[src/rtl/sliced_add_pkg.sv]
package sliced_add_pkg;

    localparam int SLICE_W = 5;
    localparam int SLICES  = 2;
    localparam int WORD_W  = SLICE_W * SLICES;

    typedef enum logic {
        PH_LOW  = 1'b0,
        PH_HIGH = 1'b1
    } phase_e;

    typedef struct packed {
        logic               cout;
        logic [SLICE_W-1:0] sum;
    } slice_res_t;

    function automatic slice_res_t slice_add(
        input logic [SLICE_W-1:0] a,
        input logic [SLICE_W-1:0] b,
        input logic               cin
    );
        logic [SLICE_W:0] t;
        t = {1'b0, a} + {1'b0, b} + {{SLICE_W{1'b0}}, cin};
        return slice_res_t'(t);
    endfunction

endpackage

[src/rtl/slice_alu.sv]
module slice_alu
    import sliced_add_pkg::*;
(
    input  logic [SLICE_W-1:0] op_a,
    input  logic [SLICE_W-1:0] op_b,
    input  logic               cin,
    output slice_res_t         res
);
    always_comb begin
        res = slice_add(op_a, op_b, cin);
    end
endmodule

[src/rtl/carry_keeper.sv]
module carry_keeper
    import sliced_add_pkg::*;
(
    input  logic   clk,
    input  logic   rst,
    input  phase_e phase,
    input  logic   cout_now,
    output logic   cin_now
);
    logic carry_q;

    always_ff @(posedge clk) begin
        if (rst) carry_q <= 1'b0;
        else     carry_q <= cout_now;
    end

    // A low slice starts a new word: the held carry is masked out.
    always_comb begin
        cin_now = (phase == PH_HIGH) ? carry_q : 1'b0;
    end

    // the carry fed to a low slice is zero even after an overflowing word
    assert_low_cin_zero_R5: assert property (@(posedge clk) disable iff (rst)
        (phase == PH_LOW) |-> (cin_now == 1'b0));
endmodule

[src/rtl/slice_out_stage.sv]
module slice_out_stage
    import sliced_add_pkg::*;
(
    input  logic               clk,
    input  logic               rst,
    input  phase_e             phase,
    input  slice_res_t         res,
    output logic [SLICE_W-1:0] sum_q,
    output phase_e             phase_q,
    output logic               ovf_q
);
    always_ff @(posedge clk) begin
        if (rst) begin
            sum_q   <= '0;
            phase_q <= PH_LOW;
            ovf_q   <= 1'b0;
        end else begin
            sum_q   <= res.sum;
            phase_q <= phase;
            ovf_q   <= (phase == PH_HIGH) && res.cout;
        end
    end

    // overflow only ever accompanies a high output slice
    assert_ovf_high_only_R4: assert property (@(posedge clk) disable iff (rst)
        ovf_q |-> (phase_q == PH_HIGH));
endmodule

[src/rtl/sliced_word_adder.sv]
module sliced_word_adder
    import sliced_add_pkg::*;
(
    input  logic               clk,
    input  logic               rst,
    input  logic               in_phase,
    input  logic [SLICE_W-1:0] a_slice,
    input  logic [SLICE_W-1:0] b_slice,
    output logic [SLICE_W-1:0] sum_slice,
    output logic               out_phase,
    output logic               ovf
);
    phase_e     ph_in;
    phase_e     ph_out;
    logic       carry_in;
    slice_res_t alu_res;

    assign ph_in     = phase_e'(in_phase);
    assign out_phase = (ph_out == PH_HIGH);

    slice_alu u_alu (
        .op_a (a_slice),
        .op_b (b_slice),
        .cin  (carry_in),
        .res  (alu_res)
    );

    carry_keeper u_carry (
        .clk      (clk),
        .rst      (rst),
        .phase    (ph_in),
        .cout_now (alu_res.cout),
        .cin_now  (carry_in)
    );

    slice_out_stage u_out (
        .clk     (clk),
        .rst     (rst),
        .phase   (ph_in),
        .res     (alu_res),
        .sum_q   (sum_slice),
        .phase_q (ph_out),
        .ovf_q   (ovf)
    );

    // output phase tag is the input phase one edge later
    assert_phase_follow_R6: assert property (@(posedge clk) disable iff (rst)
        !$past(rst) |-> (out_phase == $past(in_phase)));

    // low slices add with no carry in
    assert_low_sum_R2: assert property (@(posedge clk) disable iff (rst)
        (!$past(rst) && !$past(in_phase)) |->
        ({1'b0, sum_slice} == (({1'b0, $past(a_slice)} + {1'b0, $past(b_slice)}) & {1'b0, {SLICE_W{1'b1}}})));

    // high slice adds the held carry and reports its carry out as overflow
    assert_high_sum_R3: assert property (@(posedge clk) disable iff (rst)
        (!$past(rst) && $past(in_phase)) |->
        ({ovf, sum_slice} == ({1'b0, $past(a_slice)} + {1'b0, $past(b_slice)}
                              + {{SLICE_W{1'b0}}, $past(carry_in)})));
endmodule

[config.mk]
export PLATFORM = sky130hd
export DESIGN_NAME = sliced_word_adder
export DESIGN_NICKNAME = d
export VERILOG_FILES = /design/src/rtl/sliced_add_pkg.sv /design/src/rtl/slice_alu.sv /design/src/rtl/carry_keeper.sv /design/src/rtl/slice_out_stage.sv /design/src/rtl/sliced_word_adder.sv
export SDC_FILE = /design/constraint.sdc
export NUM_CORES = 1
export LEC_CHECK = 0
export BUFFER_PORTS_ARGS = -buffer_cell sky130_fd_sc_hd__buf_4
export CORE_AREA = 2 2 39 41
export CTS_CLUSTER_SIZE = 14
export DETAILED_ROUTE_END_ITERATION = 16
export DIE_AREA = 0 0 41 43
export SYNTH_ARGS = -nofsm -noshare
export SYNTH_HDL_FRONTEND = slang
export SYNTH_HIERARCHICAL = 1
export SYNTH_SLANG_ARGS = --single-unit
[constraint.sdc]
create_clock -name clk -period 3.15 [get_ports clk]
set_input_delay 0.4725 -clock clk [delete_from_list [all_inputs] [get_ports clk]]
set_output_delay 0.4725 -clock clk [all_outputs]
set_load 0.005 [all_outputs]
Yosys cells after proc, flatten, opt, wreduce, memory -nomap -nowiden
Index checks and enable logic that the tools add are counted.
{ "word_totals": {"out_inout_bits": 7, "inputBits": 13, "elab_cells": 8, "ff_bits": 8} }
{ "op_classes": {"add_sub_neg": 2, "n_reduce_logical": 1, "muxes": 1} }
{ "ops": {"columns": ["operator", "count"], "rows": [
  ["$add 5x5->6", 1],
  ["$add 6x1->6", 1],
  ["$logic_and 1x1->1", 1],
  ["$mux 1", 1]
]} }

Depth between registers and ports, before layout
Gate-level depths: netlist of the first run.
{ "depth": {"depth_word": 3, "mapped_depth": 9, "depth_no_buf": 9} }

Hierarchy
The synthesis of the first run kept the hierarchy.
{ "by_module_without_submodules": {"columns": ["module", "instances", "cells_each", "seq_area_each_um2", "area_each_um2"], "rows": [
  ["slice_out_stage", 1, 14, 140.1, 202.7],
  ["slice_alu", 1, 24, 0.0, 198.9],
  ["carry_keeper", 1, 3, 20.0, 40.0]
]} }

Worst setup path before layout of the first run
OpenSTA, ideal clock, no wires.
{ "synth_path": {"kind": "in2reg", "start": "in in_phase", "end": "reg u_out.sum_q[4]", "n_path_buf": 0, "arrival_ps": 1821, "path_stages": 9, "t_required_ps": 3034, "setup_slack_ps": 1214, "setup_ps": 116, "path_cell_list": "and2_1 inv_1 fa_1 inv_1 fa_1 a21o_1 a21oi_2 xnor2_1 and2b_2"} }
{ "synth_rtl": {"columns": ["item", "line", "text"], "rows": [
  ["from (decl)", "sliced_word_adder.sv:6", "input logic in_phase,"],
  ["to (signal assigned)", "slice_out_stage.sv:18", "sum_q <= res.sum;"],
  ["to (decl)", "slice_out_stage.sv:8", "output logic [SLICE_W-1:0] sum_q,"]
]} }

==> results of run 1 <==
[kinds of logic (layout without fill, tap and decap cells)]
logic type / Yosys count / in the layout
xor+xnor: 3 / 3
simple gates: 14 / 14
compound gates: 5 / 5
fa+ha+maj: 6 / 6
flops: 8 / 8
buf+inv: 5 / 27
[flip-flops by register name, indices dropped and copies added (netlist names)]
register	count
u_out/sum_q	5
u_carry/carry_q	1
u_out/ovf_q	1
u_out/phase_q	1
[cells in the final DEF (no fill, tap or decap), drive strengths merged]
cell type  count
buf           19
dfxtp          8
and2b          6
inv            5
ha             4
clkbuf         3
or2            2
nor2           2
xnor2          2
fa             2
nor2b          2
a21oi          2
o211ai         1
a21o           1
o21ai          1
xor2           1
and2           1
and3b          1
[worst max path at each step]
stage,start,to,slack [ns],cells past startpoint
5_1_grt,in_phase,u_out/sum_q[4],1.17,10
2_1_floorplan,in_phase,u_out/sum_q[4],1.21,9
6_report,in_phase,u_out/sum_q[4],1.27,10
3_5_place_dp,in_phase,u_out/sum_q[4],1.00,10
3_3_place_gp,in_phase,u_out/sum_q[4],1.01,10
4_1_cts,in_phase,u_out/sum_q[4],1.27,10
[per-stage QoR]
stage	area (um2)	total power, mW	hold slack, ns	setup slack (ns)
after global placement	604	0.188	0.697	1.01
after floorplan	442	0.156	0.537	1.21
final	627	0.263	0.431	1.27
after CTS	627	0.269	0.429	1.27
after detailed placement	604	0.189	0.702	1.00
after global routing	627	0.283	0.432	1.17
[power breakdown]
part           internal (mW)  switching (mW)  total [mW]  leakage [nW]
Combinational         0.0451          0.0266      0.0716         0.243
Clock                 0.0435          0.0334      0.0769        0.0138
Sequential             0.112         0.00245       0.114        0.0664
Total                  0.200          0.0624       0.263         0.323
[per-layer routing]
layer	track usage	vias to the layer above
li1	-	174
met4	0.100	0
met1	0.121	144
met3	0.0314	2
met2	0.150	14
met5	0	-
[layout make-up]
type	count	area share
Multi-Input combinational cell	28	0.419
Clock buffer	3	0.0359
Tap cell	16	0.0319
Sequential cell	8	0.255
Inverter	5	0.0299
Timing Repair Buffer	19	0.228
[worst reg2reg max path: stages, from the launching register on]
cell	delay (ns)
dfxtp_1	0.29
and2_1	0.12
inv_1	0.07
fa_1	0.19
inv_1	0.06
fa_1	0.39
a21o_1	0.21
a21oi_2	0.14
xnor2_1	0.06
and2b_2	0.18
==> reports/qor.yml, run 1 <==
timing:
  post-route-period-util: 0.596
  fmax_ghz: 0.533
  finalHoldViolations: 0
  slew_headroom: 0.872
  fin_worst_skew_ns: 0.00138
  rsz0062_at_grt: "false"
  slew_viol_final: 0
  fin_crit_ns: 1.88
  tightest_slew_ns: 0.191
  tns_ns: 0
  setup_viol: 0
run_status:
  status: "completed"
critical_path:
  r2r-end: "u_out/sum_q[4]"
  cp.required_ns: 3.30
  crit_path_end_kind: "flip-flop"
  r2r_start: "u_carry/carry_q"
  crit_slowest_cell: "fa_1"
  critPathKind: "in -> reg"
  path_cells: "buf_4, and2_1, inv_1, fa_1, inv_1, fa_1, a21o_1, a21oi_2, xnor2_1, and2b_2"
  worst_setup_path_start_kind: "input port"
  cpPeakStageDelay_ns: 0.39
  r2r_cells: 9
  path_max_fanout: 3
  crit_buf_inv: 3
  crit_arrival_ns: 2.02
  reg2reg_slack_ns: 1.34
  cp_top_family: "adder cells"
logic_synthesis:
  netlist_area_um2: 442
  synthArstFlopShare: 0
  yosys-top-cells-area: "dfxtp_1 36%, and2b_2 12%, ha_1 11%"
  synth_compound_area_frac: 0.0850
  syn-num-nets: 60
  ys_warn_count: 6
  syn_avg_cell_area_um2: 10.8
  synth_top_cell_by_area: "dfxtp_1"
  yosysMostFrequentCell: "dfxtp_1"
  ys_seq_area_frac: 0.363
  synth_cells: 41
  netlist.area_leader.share: 0.363
  synthSimpleGateAreaFrac: 0.246
  synth_fa_ha_area_frac: 0.204
  synth.area.mux_share: 0
  synthXorXnorAreaFrac: 0.0595
  ys.flop_type: "dfxtp_1"
  synthTopCellsByCount: "8 x dfxtp_1, 6 x and2b_2, 5 x inv_1, 4 x ha_1"
  synth_edf_count: 0
  ys_types: 18
  synth_seq_cells: 8
  synth_top_family_by_area: "simple AND/OR/NAND/NOR gates"
clocking:
  postCtsSetupBuffers: 0
  htree_levels: 1
  clk_path_buf_depth: 2
  cts_tree: "done"
  clk_pin_slew_ns: 0.05
  cts-resized-gates: 0
  cts_buffers: 3
  holdBufCountCts: 0
  cts_sinks: 8
  clk_latency_ns: 0.25
  cts_root_buffer: "clkbuf_4"
drt:
  firstDrtPassIters: 2
  met2WireLength_um: 339
  remaining_drc_errors: 0
  routed.top_layer: "met4"
  dr_wl_met3_um: 68
  met1_length_um: 265
  ant_nets: 0
  routed_via_density: 4.23
  vias: 334
  wl_per_cell_um: 8.71
  routed_wl_um: 688
  first_iter_violations: 1
power_and_ir_drop:
  p_per_area_nw_per_um2: 419
  vdd_drop_max_mv: 0.112
  power.leakage_nw: 0.323
global_routing:
  antenna_found_initial: 0
  grt_max_degree: 9
  grt_pass1_vias: 310
  grt_remaining_overflow: 0
  grt_pass1_wl_um: 1230
  grt.total_usage: 0.107
cells_and_area:
  num_antenna_cells: 0
  seq_area_um2: 160
  final_core_util: 0.453
  drive_gt1_frac: 0.508
  final_cells: 79
  multi_input_area_um2: 263
  fill_cells: 131
  area_growth_pct: 41.9
  nets: 84
job:
  cap_violations: 0
placed_design:
  port_buffers: 19
  place_hpwl_um: 564
  place_inst: 76
  gp_congestion: 0.650
floorplanning:
  core-area_um2: 1380
  fp.dieH_um: 43
  die_area_um2: 1760
  start_util: 0.319
  io_pins: 20
  fp.dieW_um: 41
  fp-row-count: 14
worst_hold_path:
  min_delay_path_depth: 2
  holdCritPathClass: "in -> reg"
  timing.hold.worst_endpoint: "u_carry/carry_q"
  min_from: "rst"
No activity file was read; power rests on OpenSTA's default activity.
==> run 2, diff against run 1 <==
--- a/config.mk
+++ b/config.mk
@@ -5,6 +5,7 @@
 export SDC_FILE = /design/constraint.sdc
 export NUM_CORES = 1
 export LEC_CHECK = 0
+export ABC_AREA = 1
 export BUFFER_PORTS_ARGS = -buffer_cell sky130_fd_sc_hd__buf_4
 export CORE_AREA = 2 2 39 41
 export CTS_CLUSTER_SIZE = 14
==> constraint.sdc (replaced) <==
create_clock -name clk -period 1.7 [get_ports clk]
set_input_delay 0.255 -clock clk [delete_from_list [all_inputs] [get_ports clk]]
set_output_delay 0.255 -clock clk [all_outputs]
set_load 0.005 [all_outputs]
==> run 2 against run 1 <==
  * Setup slack got worse by 1.1 ns
  * Critical path depth rose by 2
  * Clock-buffer cell count did not move
  * Global-route usage rose by 0.49 points
  * Sequential cell count did not move
  * Power rose by 86%
  * Clock power rose by 79%
==> reports/qor.yml, run 2 <==
drt:
  dr_wl_met3_um: 74  # was 68 um
  remaining_drc_errors: 0  # unchanged
  met1_length_um: 293  # was 265 um
  first_iter_violations: 4  # was 1
  ant_nets: 0  # unchanged
  firstDrtPassIters: 4  # was 2
  wl_per_cell_um: 7.43  # was 8.71 um
  routed.top_layer: "met3"  # was met4
  routed_via_density: 4.27  # was 4.23
  met2WireLength_um: 405  # was 339 um
  routed_wl_um: 773  # was 688 um
  vias: 444  # was 334
clocking:
  clk_pin_slew_ns: 0.05  # about the same
  cts_root_buffer: "clkbuf_4"  # unchanged
  postCtsSetupBuffers: 0  # unchanged
  cts_tree: "done"  # unchanged
  clk_latency_ns: 0.24  # was 0.25 ns
  htree_levels: 1  # unchanged
  cts_sinks: 8  # unchanged
  clk_path_buf_depth: 2  # unchanged
  holdBufCountCts: 0  # unchanged
  cts_buffers: 3  # unchanged
  cts-resized-gates: 0  # unchanged
critical_path:
  crit_slowest_cell: "fa_2"  # was fa_1
  worst_setup_path_start_kind: "flip-flop"  # was input port
  path_max_fanout: 3  # unchanged
  cpPeakStageDelay_ns: 0.32  # was 0.39 ns
  critPathKind: "reg -> reg"  # was in -> reg
  r2r_cells: 12  # was 9
  path_cells: "nand2_1, inv_1, inv_1, fa_2, inv_2, fa_2, nand2_1, nand2_1, nand3_1, nand2_1, inv_1, nor2_1"  # was buf_4, and2_1, inv_1, fa_1, inv_1, fa_1, a21o_1, a21oi_2, xnor2_1, and2b_2
  crit_arrival_ns: 1.68  # was 2.02 ns
  r2r-end: "u_out/sum_q[4]"  # unchanged
  crit_path_end_kind: "flip-flop"  # unchanged
  path_common_cell: "nand2_1"
  crit_buf_inv: 4  # was 3
  cp.required_ns: 1.88  # was 3.30 ns
  r2r_start: "u_carry/carry_q"  # unchanged
  cp_top_family: "adder cells"  # unchanged
  reg2reg_slack_ns: 0.20  # was 1.34 ns
timing:
  tightest_slew_ns: 0.191  # about the same
  rsz0062_at_grt: "false"  # unchanged
  finalHoldViolations: 0  # unchanged
  slew_viol_final: 0  # unchanged
  fmax_ghz: 0.668
  fin_worst_skew_ns: 0.00248  # was 0.00138 ns
  post-route-period-util: 0.880
  slew_headroom: 0.873  # was 0.872
  tns_ns: 0  # unchanged
  setup_viol: 0  # unchanged
  fin_crit_ns: 1.50
global_routing:
  grt_remaining_overflow: 0  # unchanged
  grt_pass1_vias: 380  # was 310
  grt_max_degree: 9  # unchanged
  grt.total_usage: 0.112  # was 0.107
  grt_pass1_wl_um: 1370  # was 1230 um
  antenna_found_initial: 0  # unchanged
floorplanning:
  start_util: 0.336  # was 0.319
  io_pins: 20  # unchanged
  fp.dieW_um: 41  # unchanged
  die_area_um2: 1760  # unchanged
  fp.dieH_um: 43  # unchanged
  core-area_um2: 1380  # unchanged
  fp-row-count: 14  # unchanged
cells_and_area:
  nets: 109  # was 84
  top_register: "u_out/sum_q"  # unchanged
  fill_cells: 157  # was 131
  drive_gt1_frac: 0.295  # was 0.508
  layout_common_cells: "19 x buf_4, 18 x inv_1, 12 x nand2_1, 9 x nor2_1, 8 x dfxtp_1"  # was 19 x buf_4, 8 x dfxtp_1, 6 x and2b_2, 5 x inv_1, 4 x ha_1
  final_core_util: 0.474  # was 0.453
  area_growth_pct: 40.9  # was 41.9%
  largest_reg_flops: 5  # unchanged
  final_cell_area_um2: 656  # was 627 um2
  num_antenna_cells: 0  # unchanged
  final_common_cell: "buf_4"  # unchanged
  final_cells: 104  # was 79
logic_synthesis:
  synth_top_family_by_area: "simple AND/OR/NAND/NOR gates"  # unchanged
  synthTopCellsByCount: "19 x inv_1, 12 x nand2_1, 9 x nor2_1, 8 x dfxtp_1, 7 x nand3_1"  # was 8 x dfxtp_1, 6 x and2b_2, 5 x inv_1, 4 x ha_1
  synthXorXnorAreaFrac: 0.0188  # was 0.0595
  synthSimpleGateAreaFrac: 0.258  # was 0.246
  yosysMostFrequentCell: "inv_1"  # was dfxtp_1
  syn_avg_cell_area_um2: 7.05  # was 10.8 um2
  ys_seq_area_frac: 0.344  # was 0.363
  synth_fa_ha_area_frac: 0.194  # was 0.204
  yosys-top-cells-area: "dfxtp_1 34%, inv_1 15%, ha_1 11%"  # was dfxtp_1 36%, and2b_2 12%, ha_1 11%
  synth_top_cell_by_area: "dfxtp_1"  # unchanged
  ys_warn_count: 6  # unchanged
  synth_cells: 66  # was 41
  ys.flop_type: "dfxtp_1"  # unchanged
  ys_types: 10  # was 18
  netlist.area_leader.share: 0.344  # was 0.363
  synth_edf_count: 0  # unchanged
  netlist_area_um2: 465  # was 442 um2
  syn-num-nets: 85  # was 60
  synth.area.mux_share: 0  # unchanged
  synthArstFlopShare: 0  # unchanged
  synth_compound_area_frac: 0.0323  # was 0.0850
  synth_seq_cells: 8  # unchanged
run_status:
  status: "completed"  # unchanged
worst_hold_path:
  timing.hold.worst_endpoint: "u_carry/carry_q"  # unchanged
  holdCritPathClass: "in -> reg"  # unchanged
  min_from: "rst"  # unchanged
  min_delay_path_depth: 2  # unchanged
power_and_ir_drop:
  power.leakage_nw: 0.387  # was 0.323 nW
  p_per_area_nw_per_um2: 745  # was 419 nW/um2
  vdd_drop_max_mv: 0.230  # was 0.112 mV
placed_design:
  gp_congestion: 0.753  # was 0.650
  place_inst: 101  # was 76
  place_hpwl_um: 688  # was 564 um
  port_buffers: 19  # unchanged
  placed_area_um2: 628  # was 604 um2
job:
  cap_violations: 0  # unchanged
[run 2: changes by cell type after synthesis, moves of 2 or more]
cell	change
inv_1	+14
and2b_2	-6
a21oi_1	+2
nand2_1	+12
nand3_1	+7
xnor2_1	-2
nor2_1	+7
or2_1	-2
[run 2: power breakdown]
group | switching [mW] | internal, mW | total, mW
logic | 0.0678 | 0.0728 | 0.141
clock network | 0.0576 | 0.0803 | 0.138
registers | 0.00421 | 0.206 | 0.210
[run 2: worst register-to-register path, stage by stage (launching register included)]
cell and delay, ns:
dfxtp_1 0.30, nand2_1 0.05, inv_1 0.05, inv_1 0.04, fa_2 0.32, inv_2 0.08, fa_2 0.23, nand2_1 0.06
nand2_1 0.06, nand3_1 0.06, nand2_1 0.07, inv_1 0.04, nor2_1 0.07
[run 2: logic make-up after synthesis]
group | after synthesis
AO/OA/AOI/OAI | 3
XOR/XNOR | 1
adder cells (fa/ha/maj) | 6
buffers and inverters | 19
flip-flops | 8
AND/OR/NAND/NOR | 29
[run 2: cell type report]
type / instances / area, um2 / share of cell area
multi-input cells: 39 / 239 / 0.365
repair buffers: 19 / 143 / 0.218
clock buffers: 3 / 22.5 / 0.0344
inverters: 19 / 71.3 / 0.109
well taps: 16 / 20.0 / 0.0305
flip-flops and latches: 8 / 160 / 0.244
[run 2: worst max path at each step]
stage                          startpoint  slack (ns)              to  cells past startpoint
after floorplan           u_carry/carry_q        0.27  u_out/sum_q[4]                     12
after global placement           in_phase        0.11  u_out/sum_q[4]                     13
after detailed placement         in_phase        0.09  u_out/sum_q[4]                     13
after CTS                 u_carry/carry_q        0.12  u_out/sum_q[4]                     12
after global routing      u_carry/carry_q        0.03  u_out/sum_q[4]                     12
final                     u_carry/carry_q        0.20  u_out/sum_q[4]                     12
[run 2: through the flow]
stage               hold WS, ns  total power [mW]  setup slack [ns]
floorplan                 0.322             0.292             0.271
global placement          0.481             0.353             0.109
detailed placement        0.480             0.355            0.0851
CTS                       0.217             0.495             0.122
global route              0.224             0.534            0.0348
finish                    0.221             0.488             0.204
[run 2: per-layer routing]
layer | global-route usage | vias to the layer above
met5 | 0 | -
met4 | 0.0600 | 0
met2 | 0.188 | 14
met1 | 0.127 | 192
li1 | - | 238
met3 | 0.0157 | 0
